==> src/rtl/dvfs_pkg.sv <==
package dvfs_pkg;
  typedef enum logic [1:0] {
    MODE_AUTO     = 2'b00,
    MODE_FMAX     = 2'b01,
    MODE_FMIN     = 2'b10,
    MODE_AUTO_ALT = 2'b11
  } vf_mode_e;

  typedef enum logic [1:0] {
    ST_IDLE,
    ST_DIV,
    ST_DECIDE,
    ST_DRAIN
  } gov_state_e;
endpackage

==> src/rtl/dvfs_tick_timer.sv <==
module dvfs_tick_timer #(
  parameter int unsigned INTERVAL = 64
) (
  input  logic clk_i,
  input  logic rst_ni,
  output logic tick_o
);
  localparam int unsigned CW = (INTERVAL > 2) ? $clog2(INTERVAL) : 1;

  logic [CW-1:0] cnt_q;

  assign tick_o = (cnt_q == CW'(INTERVAL - 1));

  always_ff @(posedge clk_i or negedge rst_ni) begin
    if (!rst_ni) cnt_q <= '0;
    else         cnt_q <= tick_o ? '0 : cnt_q + CW'(1);
  end


  tick_gap_chk: assert property (@(posedge clk_i) disable iff (!rst_ni)
    tick_o |=> !tick_o);
endmodule

==> src/rtl/dvfs_seq_div.sv <==
module dvfs_seq_div #(
  parameter int unsigned NUM_W = 40,
  parameter int unsigned DEN_W = 24
) (
  input  logic             clk_i,
  input  logic             rst_ni,
  input  logic             start_i,
  input  logic [NUM_W-1:0] num_i,
  input  logic [DEN_W-1:0] den_i,
  output logic             done_o,
  output logic [NUM_W-1:0] quot_o
);
  localparam int unsigned CNT_W = $clog2(NUM_W + 1);

  logic [NUM_W-1:0] q_q;
  logic [DEN_W:0]   rem_q;
  logic [DEN_W-1:0] den_q;
  logic [CNT_W-1:0] cnt_q;
  logic             run_q;
  logic [DEN_W:0]   rem_sh;
  logic [DEN_W:0]   rem_sub;

  assign rem_sh  = {rem_q[DEN_W-1:0], q_q[NUM_W-1]};
  assign rem_sub = rem_sh - {1'b0, den_q};
  assign done_o  = run_q && (cnt_q == '0);
  assign quot_o  = q_q;

  always_ff @(posedge clk_i or negedge rst_ni) begin
    if (!rst_ni) begin
      q_q   <= '0;
      rem_q <= '0;
      den_q <= '0;
      cnt_q <= '0;
      run_q <= 1'b0;
    end else if (start_i) begin
      q_q   <= num_i;
      rem_q <= '0;
      den_q <= den_i;
      cnt_q <= CNT_W'(NUM_W);
      run_q <= 1'b1;
    end else if (run_q && cnt_q != '0) begin
      // borrow in the top bit means the shifted remainder is below the divisor
      if (!rem_sub[DEN_W]) begin
        rem_q <= rem_sub;
        q_q   <= {q_q[NUM_W-2:0], 1'b1};
      end else begin
        rem_q <= rem_sh;
        q_q   <= {q_q[NUM_W-2:0], 1'b0};
      end
      cnt_q <= cnt_q - CNT_W'(1);
    end else if (run_q) begin
      run_q <= 1'b0;
    end
  end


  div_restart_chk: assert property (@(posedge clk_i) disable iff (!rst_ni)
    start_i |-> !run_q);


  div_done_once_chk: assert property (@(posedge clk_i) disable iff (!rst_ni)
    done_o |=> !done_o);
endmodule

==> src/rtl/dvfs_level_pick.sv <==
module dvfs_level_pick #(
  parameter int unsigned LEVELS = 8,
  parameter int unsigned FREQ_W = 16,
  parameter int unsigned IDX_W  = $clog2(LEVELS)
) (
  input  logic [LEVELS*FREQ_W-1:0] table_i,
  input  logic [FREQ_W-1:0]        target_i,
  output logic [IDX_W-1:0]         idx_o
);
  logic [LEVELS-1:0] fits;

  for (genvar k = 0; k < LEVELS; k++) begin : g_fit
    assign fits[k] = (table_i[k*FREQ_W +: FREQ_W] >= target_i);
  end

  // lowest fitting entry wins, top entry when none fits
  always_comb begin
    idx_o = IDX_W'(LEVELS - 1);
    for (int k = LEVELS - 1; k >= 0; k--) begin
      if (fits[k]) idx_o = IDX_W'(k);
    end
  end
endmodule

==> src/rtl/dvfs_governor.sv <==
module dvfs_governor
  import dvfs_pkg::*;
#(
  parameter int unsigned FREQ_W   = 16,
  parameter int unsigned CNT_W    = 24,
  parameter int unsigned LEVELS   = 8,
  parameter int unsigned INTERVAL = 64,
  parameter int unsigned MARGIN   = 33,
  parameter int unsigned IDX_W    = $clog2(LEVELS)
) (
  input  logic                     clk_i,
  input  logic                     rst_ni,
  input  logic [1:0]               mode_i,
  input  logic [CNT_W-1:0]         goal_i,
  input  logic [CNT_W-1:0]         observed_i,
  input  logic                     drained_i,
  input  logic [LEVELS*FREQ_W-1:0] table_freq_i,
  output logic                     fetch_stall_o,
  output logic [IDX_W-1:0]         level_o,
  output logic [FREQ_W-1:0]        freq_o
);
  localparam int unsigned NUM_W = FREQ_W + CNT_W;

  gov_state_e        state_q;
  vf_mode_e          mode;
  logic [FREQ_W-1:0] tbl [LEVELS];
  logic [FREQ_W-1:0] cur_freq;
  logic [FREQ_W-1:0] target_q;
  logic [FREQ_W-1:0] bypass_target;
  logic [FREQ_W-1:0] quot_sat;
  logic [FREQ_W-1:0] gap;
  logic [IDX_W-1:0]  level_q;
  logic [IDX_W-1:0]  pend_q;
  logic [IDX_W-1:0]  pick_idx;
  logic [NUM_W-1:0]  quot;
  logic              stall_q;
  logic              tick;
  logic              auto_mode;
  logic              bypass;
  logic              eval_go;
  logic              div_start;
  logic              div_done;
  logic              do_switch;

  for (genvar k = 0; k < LEVELS; k++) begin : g_tbl
    assign tbl[k] = table_freq_i[k*FREQ_W +: FREQ_W];
  end

  dvfs_tick_timer #(.INTERVAL(INTERVAL)) i_timer (
    .clk_i  (clk_i),
    .rst_ni (rst_ni),
    .tick_o (tick)
  );

  assign mode          = vf_mode_e'(mode_i);
  assign cur_freq      = tbl[level_q];
  assign auto_mode     = (mode == MODE_AUTO) || (mode == MODE_AUTO_ALT);
  assign bypass        = !auto_mode || (observed_i == '0);
  assign bypass_target = (mode == MODE_FMIN) ? tbl[0] : tbl[LEVELS-1];
  assign eval_go       = tick && (state_q == ST_IDLE);
  assign div_start     = eval_go && !bypass;

  dvfs_seq_div #(.NUM_W(NUM_W), .DEN_W(CNT_W)) i_div (
    .clk_i   (clk_i),
    .rst_ni  (rst_ni),
    .start_i (div_start),
    .num_i   (NUM_W'(cur_freq) * NUM_W'(goal_i)),
    .den_i   (observed_i),
    .done_o  (div_done),
    .quot_o  (quot)
  );

  assign quot_sat  = (|quot[NUM_W-1:FREQ_W]) ? '1 : quot[FREQ_W-1:0];
  assign gap       = (target_q >= cur_freq) ? (target_q - cur_freq) : (cur_freq - target_q);
  assign do_switch = (gap > FREQ_W'(MARGIN));

  dvfs_level_pick #(.LEVELS(LEVELS), .FREQ_W(FREQ_W), .IDX_W(IDX_W)) i_pick (
    .table_i  (table_freq_i),
    .target_i (target_q),
    .idx_o    (pick_idx)
  );

  always_ff @(posedge clk_i or negedge rst_ni) begin
    if (!rst_ni) begin
      state_q  <= ST_IDLE;
      target_q <= '0;
      level_q  <= IDX_W'(LEVELS - 1);
      pend_q   <= '0;
      stall_q  <= 1'b0;
    end else begin
      unique case (state_q)
        ST_IDLE: if (eval_go) begin
          if (bypass) begin
            target_q <= bypass_target;
            state_q  <= ST_DECIDE;
          end else begin
            state_q  <= ST_DIV;
          end
        end
        ST_DIV: if (div_done) begin
          target_q <= quot_sat;
          state_q  <= ST_DECIDE;
        end
        ST_DECIDE: begin
          if (do_switch) begin
            pend_q  <= pick_idx;
            stall_q <= 1'b1;
            state_q <= ST_DRAIN;
          end else begin
            state_q <= ST_IDLE;
          end
        end
        ST_DRAIN: if (drained_i) begin
          level_q <= pend_q;
          stall_q <= 1'b0;
          state_q <= ST_IDLE;
        end
        default: state_q <= ST_IDLE;
      endcase
    end
  end

  assign fetch_stall_o = stall_q;
  assign level_o       = level_q;
  assign freq_o        = tbl[level_q];


  level_move_chk: assert property (@(posedge clk_i) disable iff (!rst_ni)
    (level_q != $past(level_q)) |-> ($past(fetch_stall_o) && $past(drained_i)));


  resume_chk: assert property (@(posedge clk_i) disable iff (!rst_ni)
    $fell(fetch_stall_o) |-> $past(drained_i));


  drain_stall_chk: assert property (@(posedge clk_i) disable iff (!rst_ni)
    (state_q == ST_DRAIN) |-> fetch_stall_o);


  margin_chk: assert property (@(posedge clk_i) disable iff (!rst_ni)
    $rose(fetch_stall_o) |-> (gap > FREQ_W'(MARGIN)));


  pick_fit_chk: assert property (@(posedge clk_i) disable iff (!rst_ni)
    (state_q == ST_DECIDE) |-> ((pick_idx == IDX_W'(LEVELS - 1)) || (tbl[pick_idx] >= target_q)));
endmodule

==> config.mk <==
export PLATFORM = sky130hd
export DESIGN_NAME = dvfs_governor
export DESIGN_NICKNAME = d
export VERILOG_FILES = /design/src/rtl/dvfs_pkg.sv /design/src/rtl/dvfs_tick_timer.sv /design/src/rtl/dvfs_seq_div.sv /design/src/rtl/dvfs_level_pick.sv /design/src/rtl/dvfs_governor.sv
export SDC_FILE = /design/constraint.sdc
export NUM_CORES = 1
export LEC_CHECK = 0
export BUFFER_PORTS_ARGS = -buffer_cell sky130_fd_sc_hd__buf_4
export CAP_MARGIN = 20
export CORE_MARGIN = 8
export CORE_UTILIZATION = 45
export DETAILED_ROUTE_END_ITERATION = 10
export PLACE_DENSITY = 0.77
export SETUP_SLACK_MARGIN = 0.02
export SLEW_MARGIN = 5
export SYNTH_ARGS = -nofsm -noshare
export SYNTH_HDL_FRONTEND = slang
export SYNTH_HIERARCHICAL = 1
export SYNTH_SLANG_ARGS = --single-unit
==> constraint.sdc <==
create_clock -name clk_i -period 8.4 [get_ports clk_i]
set_input_delay 0.42 -clock clk_i [delete_from_list [all_inputs] [get_ports clk_i]]
set_output_delay 0.42 -clock clk_i [all_outputs]
set_load 0.005 [all_outputs]
# After elaboration in Yosys (flattened, before gate mapping)
# Index checks and enable logic that the tools add are counted.
totals:
  reg_bits: 126
  romBits: 0
  mem_count: 0
  output_inout_bits: 20
  latchBits: 0
  ram_bits: 0
op_classes:
  magnitude_cmp: 10
  eq_ne: 12
  bitwise_logic: 1
  n_addsub: 5
  shifts: 0
  muxes: 37
  n_div: 0
  reduce_logical: 22
  n_mul: 1
op_table:
  columns: ["operator", "count"]
  rows:
  - ["$ge 16x16->1", 8]
  - ["$mux 16", 8]
  - ["$mux 40", 2]
  - ["$mux 24", 3]
  - ["$bmux 16 s3", 1]
  - ["$mul 16x24->40", 1]
  - ["$pmux 16 s2", 1]
  - ["$sub 16x16->16", 2]
  - ["$sub 25x24->25", 1]
  - ["$logic_not 24->1", 1]
  - ["$reduce_or 24->1", 1]
  - ["$mux 6", 3]
  - ["$gt 16x6->1 const B", 1]
  - ["$mux 2", 7]
  - ["$mux 3", 4]
  - ["$ne 2x2->1 const B", 6]
  - ["$eq 2x2->1 const B", 4]
  - ["$pmux 2 s4", 1]
  - ["$add 6x1->6 const B", 1]
  - ["$eq 6x6->1 const B", 1]
  - ["$logic_not 6->1", 1]
  - ["$mux 1", 6]
  - ["$reduce_and 3->1", 2]
  - ["$reduce_bool 2->1", 3]
  - ["other kinds (12)", 19]

# Logic depth before layout (Yosys ltp)
depth:
  word_depth: 9
  ltp_mapped: 31
  mapped_depth_nobuf: 28

# By module
# Netlist, hierarchy kept.
by_module_without_submodules:
  columns: ["mod", "seq_area_each_um2", "n_inst", "area_per_inst_um2", "cells_each"]
  rows:
  - ["dvfs_governor", 629.4, 1, 16472.0, 1916]
  - ["dvfs_seq_div", 2377.3, 1, 5466.5, 580]
  - ["dvfs_level_pick", 0.0, 1, 2492.4, 295]
  - ["dvfs_tick_timer", 150.1, 1, 242.7, 20]

# Least setup slack after synthesis
# OpenSTA, ideal clock, no wires.
synth_timing:
  kind: "register -> register"
  from: "reg level_q[0], in the netlist level_o[0]"
  to: "reg i_div.q_q[38], in the netlist i_div/quot_o[38]"
  required_time_ns: 8.317
  slack_ns: 0.225
  t_arrival_ns: 8.092
  n_path_buf: 4
  path_stages_with_launch: 31
  setup_ns: 0.083
  path_cell_list: "dfstp_2 clkbuf_1 buf_1 mux4_2 mux2i_1 inv_1 clkbuf_1 and2_1 fa_1 inv_1 fa_1 inv_1 fa_1 fa_1 fa_1 inv_1 fa_1 inv_1 ha_1 clkbuf_1 a21oi_1 o21ai_0 a221oi_1 or2_2 a21oi_1 nor3_1 nor3_1 or4_1 nand3_1 nand2_1 o21ai_0"
synth_via:
  elab_chain_len: 6
synth_rtl:
  columns: ["element", "line", "text"]
  rows:
  - ["from (decl)", "dvfs_governor.sv:32", "logic [IDX_W-1:0] level_q;"]
  - ["from (signal assigned)", "dvfs_governor.sv:87", "level_q <= IDX_W'(LEVELS - 1);"]
  - ["from (signal assigned)", "dvfs_governor.sv:114", "level_q <= pend_q;"]
  - ["$not 3->4 (not written as such)", "dvfs_governor.sv:56", "assign cur_freq = tbl[level_q];"]
  - ["$bmux 16 s3", "dvfs_governor.sv:56", null]
  - ["$mux 16 (not written as such) (2 in series)", "dvfs_governor.sv:56", null]
  - ["$mul 16x24->40", "dvfs_governor.sv:67", ".num_i (NUM_W'(cur_freq) * NUM_W'(goal_i)),"]
  - ["$mux 40", "dvfs_seq_div.sv:35", "end else if (start_i) begin"]
  - ["to (signal assigned)", "dvfs_seq_div.sv:36", "q_q <= num_i;"]
  - ["to (signal assigned)", "dvfs_seq_div.sv:45", "q_q <= {q_q[NUM_W-2:0], 1'b1};"]
  - ["to (signal assigned)", "dvfs_seq_div.sv:48", "q_q <= {q_q[NUM_W-2:0], 1'b0};"]
  - ["to (decl)", "dvfs_seq_div.sv:15", "logic [NUM_W-1:0] q_q;"]
# Every way passes these cells. The select of a mux whose other input is x is not followed.
# A chain may end at the register's enable or synchronous reset.

# Worst setup path in the final report
# Ends and elaborated chain as after synthesis.

==> impl_metrics.tcl <==
set metrics [dict create \
    status "finished clean" \
    ys_types 87 \
    fmax_mhz 125.5 \
    final_core_utilization_pct 50.30 \
    fin_nets 3709 \
    layout_common_cells "inv_1, nand2_1, fa_1" \
    seqCellArea_sq_mm 0.003161 \
    gr-total-overflow 0 \
    min_period_over_period_pct 94.85 \
    place.gp.congestion 0.9668 \
    ctsRootBufferMaster "clkbuf_16" \
    p_per_area_mw_per_mm2 337.9 \
    drive_above_1_share_pct 12.41 \
    avgSynthCellArea_sq_um 8.778 \
    async_flop_share_pct 100.0 \
    drc 0 \
    synth_edf_count 0 \
    hpwl_mm 55.82 \
    maxCapViolations 0 \
    via_per_inst 5.678 \
    cp-end-kind "register" \
    rsz0062_at_grt "false" \
    final_cells 3654 \
    final_common_cell "inv_1" \
    drt_wl_total_mm 69.68 \
    portBuffers 200 \
    multi_input_area_sq_mm 0.01937 \
    avgRoutedWirePerCell_microns 19.07 \
    relSlewSlack_pct 28.02 \
    worst_pin_slew_ps 1080 \
    initialDrtViolationCount 1458 \
    cts_made_buffers 17 \
    slew_viol_final 0 \
    p_leak_uw 0.01292 \
    place_inst 3619 \
    clk_pin_slew_worst_paths_ps 60 \
    dieHeight_microns 250.2 \
    antenna_found_initial 1 \
    core_sq_mm 0.05466 \
    synthesis.area_sq_mm 0.02467 \
    yosys_warnings 6 \
    io-pin-count 201 \
    ys.flop_type "dfrtp_1" \
    fin_setup_tns_ps 0 \
    chipWidth_microns 250.2 \
    first_pass_iters 7 \
    peakVddDrop_mv 0.4945 \
    p_total_uw 9290 \
    finalHoldViolCount 0 \
    cp_data_required_time_ps 8740 \
    h-tree-depth 4 \
    grt_max_degree 103 \
    hold_class "input pin to async pin" \
    synth_nets 3584 \
    crit_path_max_fanout 19 \
    clock_latency_ps 420 \
    grt_pass1_vias 21282 \
    worstSetupPathType "register to register" \
    cts_tree "done" \
    grt_usage_pct 22.03 \
    setup_viol 0 \
    areaGrowthSynthToFinish_pct 11.44 \
    die_area_sq_mm 0.06258 \
    cp.arrival_ps 8300 \
    ys_seq_elements 126 \
    clock_path_buffers 2 \
    holdWs_ps 48.34 \
    fin_crit_ps 7968 \
    worst_setup_path_start_kind "register" \
    fill_cells 5085 \
    row_count 86 \
    clock-sinks 126 \
    ys_seq_area_share_pct 12.79 \
    via_count 20748 \
    ant_nets 0 \
    start_util_pct 45.14 \
    finClkSkew_ps 7.668 \
    grt_pass1_wl_mm 113.0 \
    ctsHoldBuffers 0 \
    synthCells 2811 \
]
## cell type report
type | count | area share, %
Inverter | 456 | 6.225
Clock buffer | 21 | 1.675
Clock inverter | 11 | 0.3367
Tap cell | 704 | 3.203
Sequential cell | 126 | 11.49
Multi-Input combinational cell | 2105 | 70.44
Antenna cell | 1 | 0.009101
Timing Repair Buffer | 230 | 6.612
## stage by stage
step                      setup WS [ps]  instance area [sq um]
after CTS                         92.52                  27400
after global placement            137.1                  26840
after detailed placement          52.97                  26840
after global routing              39.11                  27490
final                             432.4                  27500
after floorplan                   225.0                  24670
## timing repair
item | CTS | global route
endpoints found under the setup margin | 1 | 10
pin swaps | 0 | 0
resized for setup | 1 | 11
gates cloned | 0 | 1
setup buffers | 0 | 0
## power breakdown
group	switching [uW]	leakage (uW)	internal (uW)
clock network	275	0.000272	420
registers	0	0.00127	607
logic	4650	0.0114	3340
total	4920	0.0129	4370
## routing by layer
layer / global-route usage, % / part of all wire [%]
met2: 35.38 / 46
met1: 29.02 / 42
met3: 5.369 / 8.7
met5: 0 / 0.013
met4: 7.250 / 3.3
## final timing paths
path | from | end | slack, ps | cells past startpoint
worst max-delay path | level_o[0] | i_div/quot_o[38] | 430 | 27
worst min-delay path | rst_ni | i_div/den_q[5] | 50 | 1
worst max register to register | level_o[0] | i_div/quot_o[38] | 430 | 27
worst min register to register | i_timer/cnt_q[0] | i_timer/cnt_q[0] | 470 | 1
max in group asynchronous | rst_ni | target_q[5] | 7210 | 2
min in group clk_i | observed_i[19] | i_div/den_q[19] | 220 | 3
## state kept, by name, indices dropped and copies added (netlist names), 2 cells and up
| signal | count |
|---|---|
| target_q | 16 |
| i_timer/cnt_q | 6 |
| state_q | 2 |
| pend_q | 3 |
| i_div/rem_q | 24 |
| i_div/quot_o | 40 |
| i_div/den_q | 24 |
| i_div/cnt_q | 6 |
| level_o | 3 |
## synthesized netlist by cell type (14+ instances only)
library cell    n  area, sq um
mux2i_1        67        670.6
nand2_1       371         1393
nor4_1         20        125.1
xor2_1         20        175.2
inv_1         456         1712
nand4_1        23        143.9
o22ai_1        16        100.1
a21oi_1       117        585.6
xnor2_1        42        367.9
o211ai_1       15        112.6
nand3_1        29        145.1
and2_1        168         1051
ha_1          283         3541
a21o_1         42        315.3
fa_1          309         6186
mux4_2         32        720.7
mux2_2         30        337.8
nor2_1         87        326.6
clkbuf_1      102        382.9
nor3_1         25        125.1
dfrtp_1       123         3078
o21ai_0       141        705.7
a211oi_1       38        285.3
o21a_1         14        105.1
## logic make-up (layout without fill, tap and decap cells)
| family | Yosys count | in the layout | synth area share, % |
|---|---|---|---|
| and+or+nand+nor | 810 | 810 | 15.96 |
| adders and majority gates | 592 | 592 | 39.42 |
| buffers and inverters | 580 | 718 | 8.981 |
| AOI/OAI and AO/OA | 508 | 508 | 13.43 |
| muxes | 132 | 132 | 7.145 |
| DFF | 126 | 126 | 12.79 |
| xor gates and xnor gates | 63 | 63 | 2.267 |
| other | 0 | 1 | 0 |
## worst max-delay path, cell delays in order, from the launching register on
cell and delay, ps:
dfstp_2 580, buf_12 200, mux4_2 520, mux2i_1 300, inv_1 170, buf_4 250, and2_1 210, fa_1 510
inv_1 50, fa_1 480, inv_1 50, fa_1 500, fa_1 520, fa_1 550, inv_1 50, fa_1 530
inv_1 50, ha_1 370, and3_1 230, a211o_1 260, a21oi_1 200, o21ai_0 160, nor3_2 310, nor3_2 110
or4_1 510, nand3_1 80, nand2_1 50, o21ai_0 100
Power figures use the tool's default switching activity.
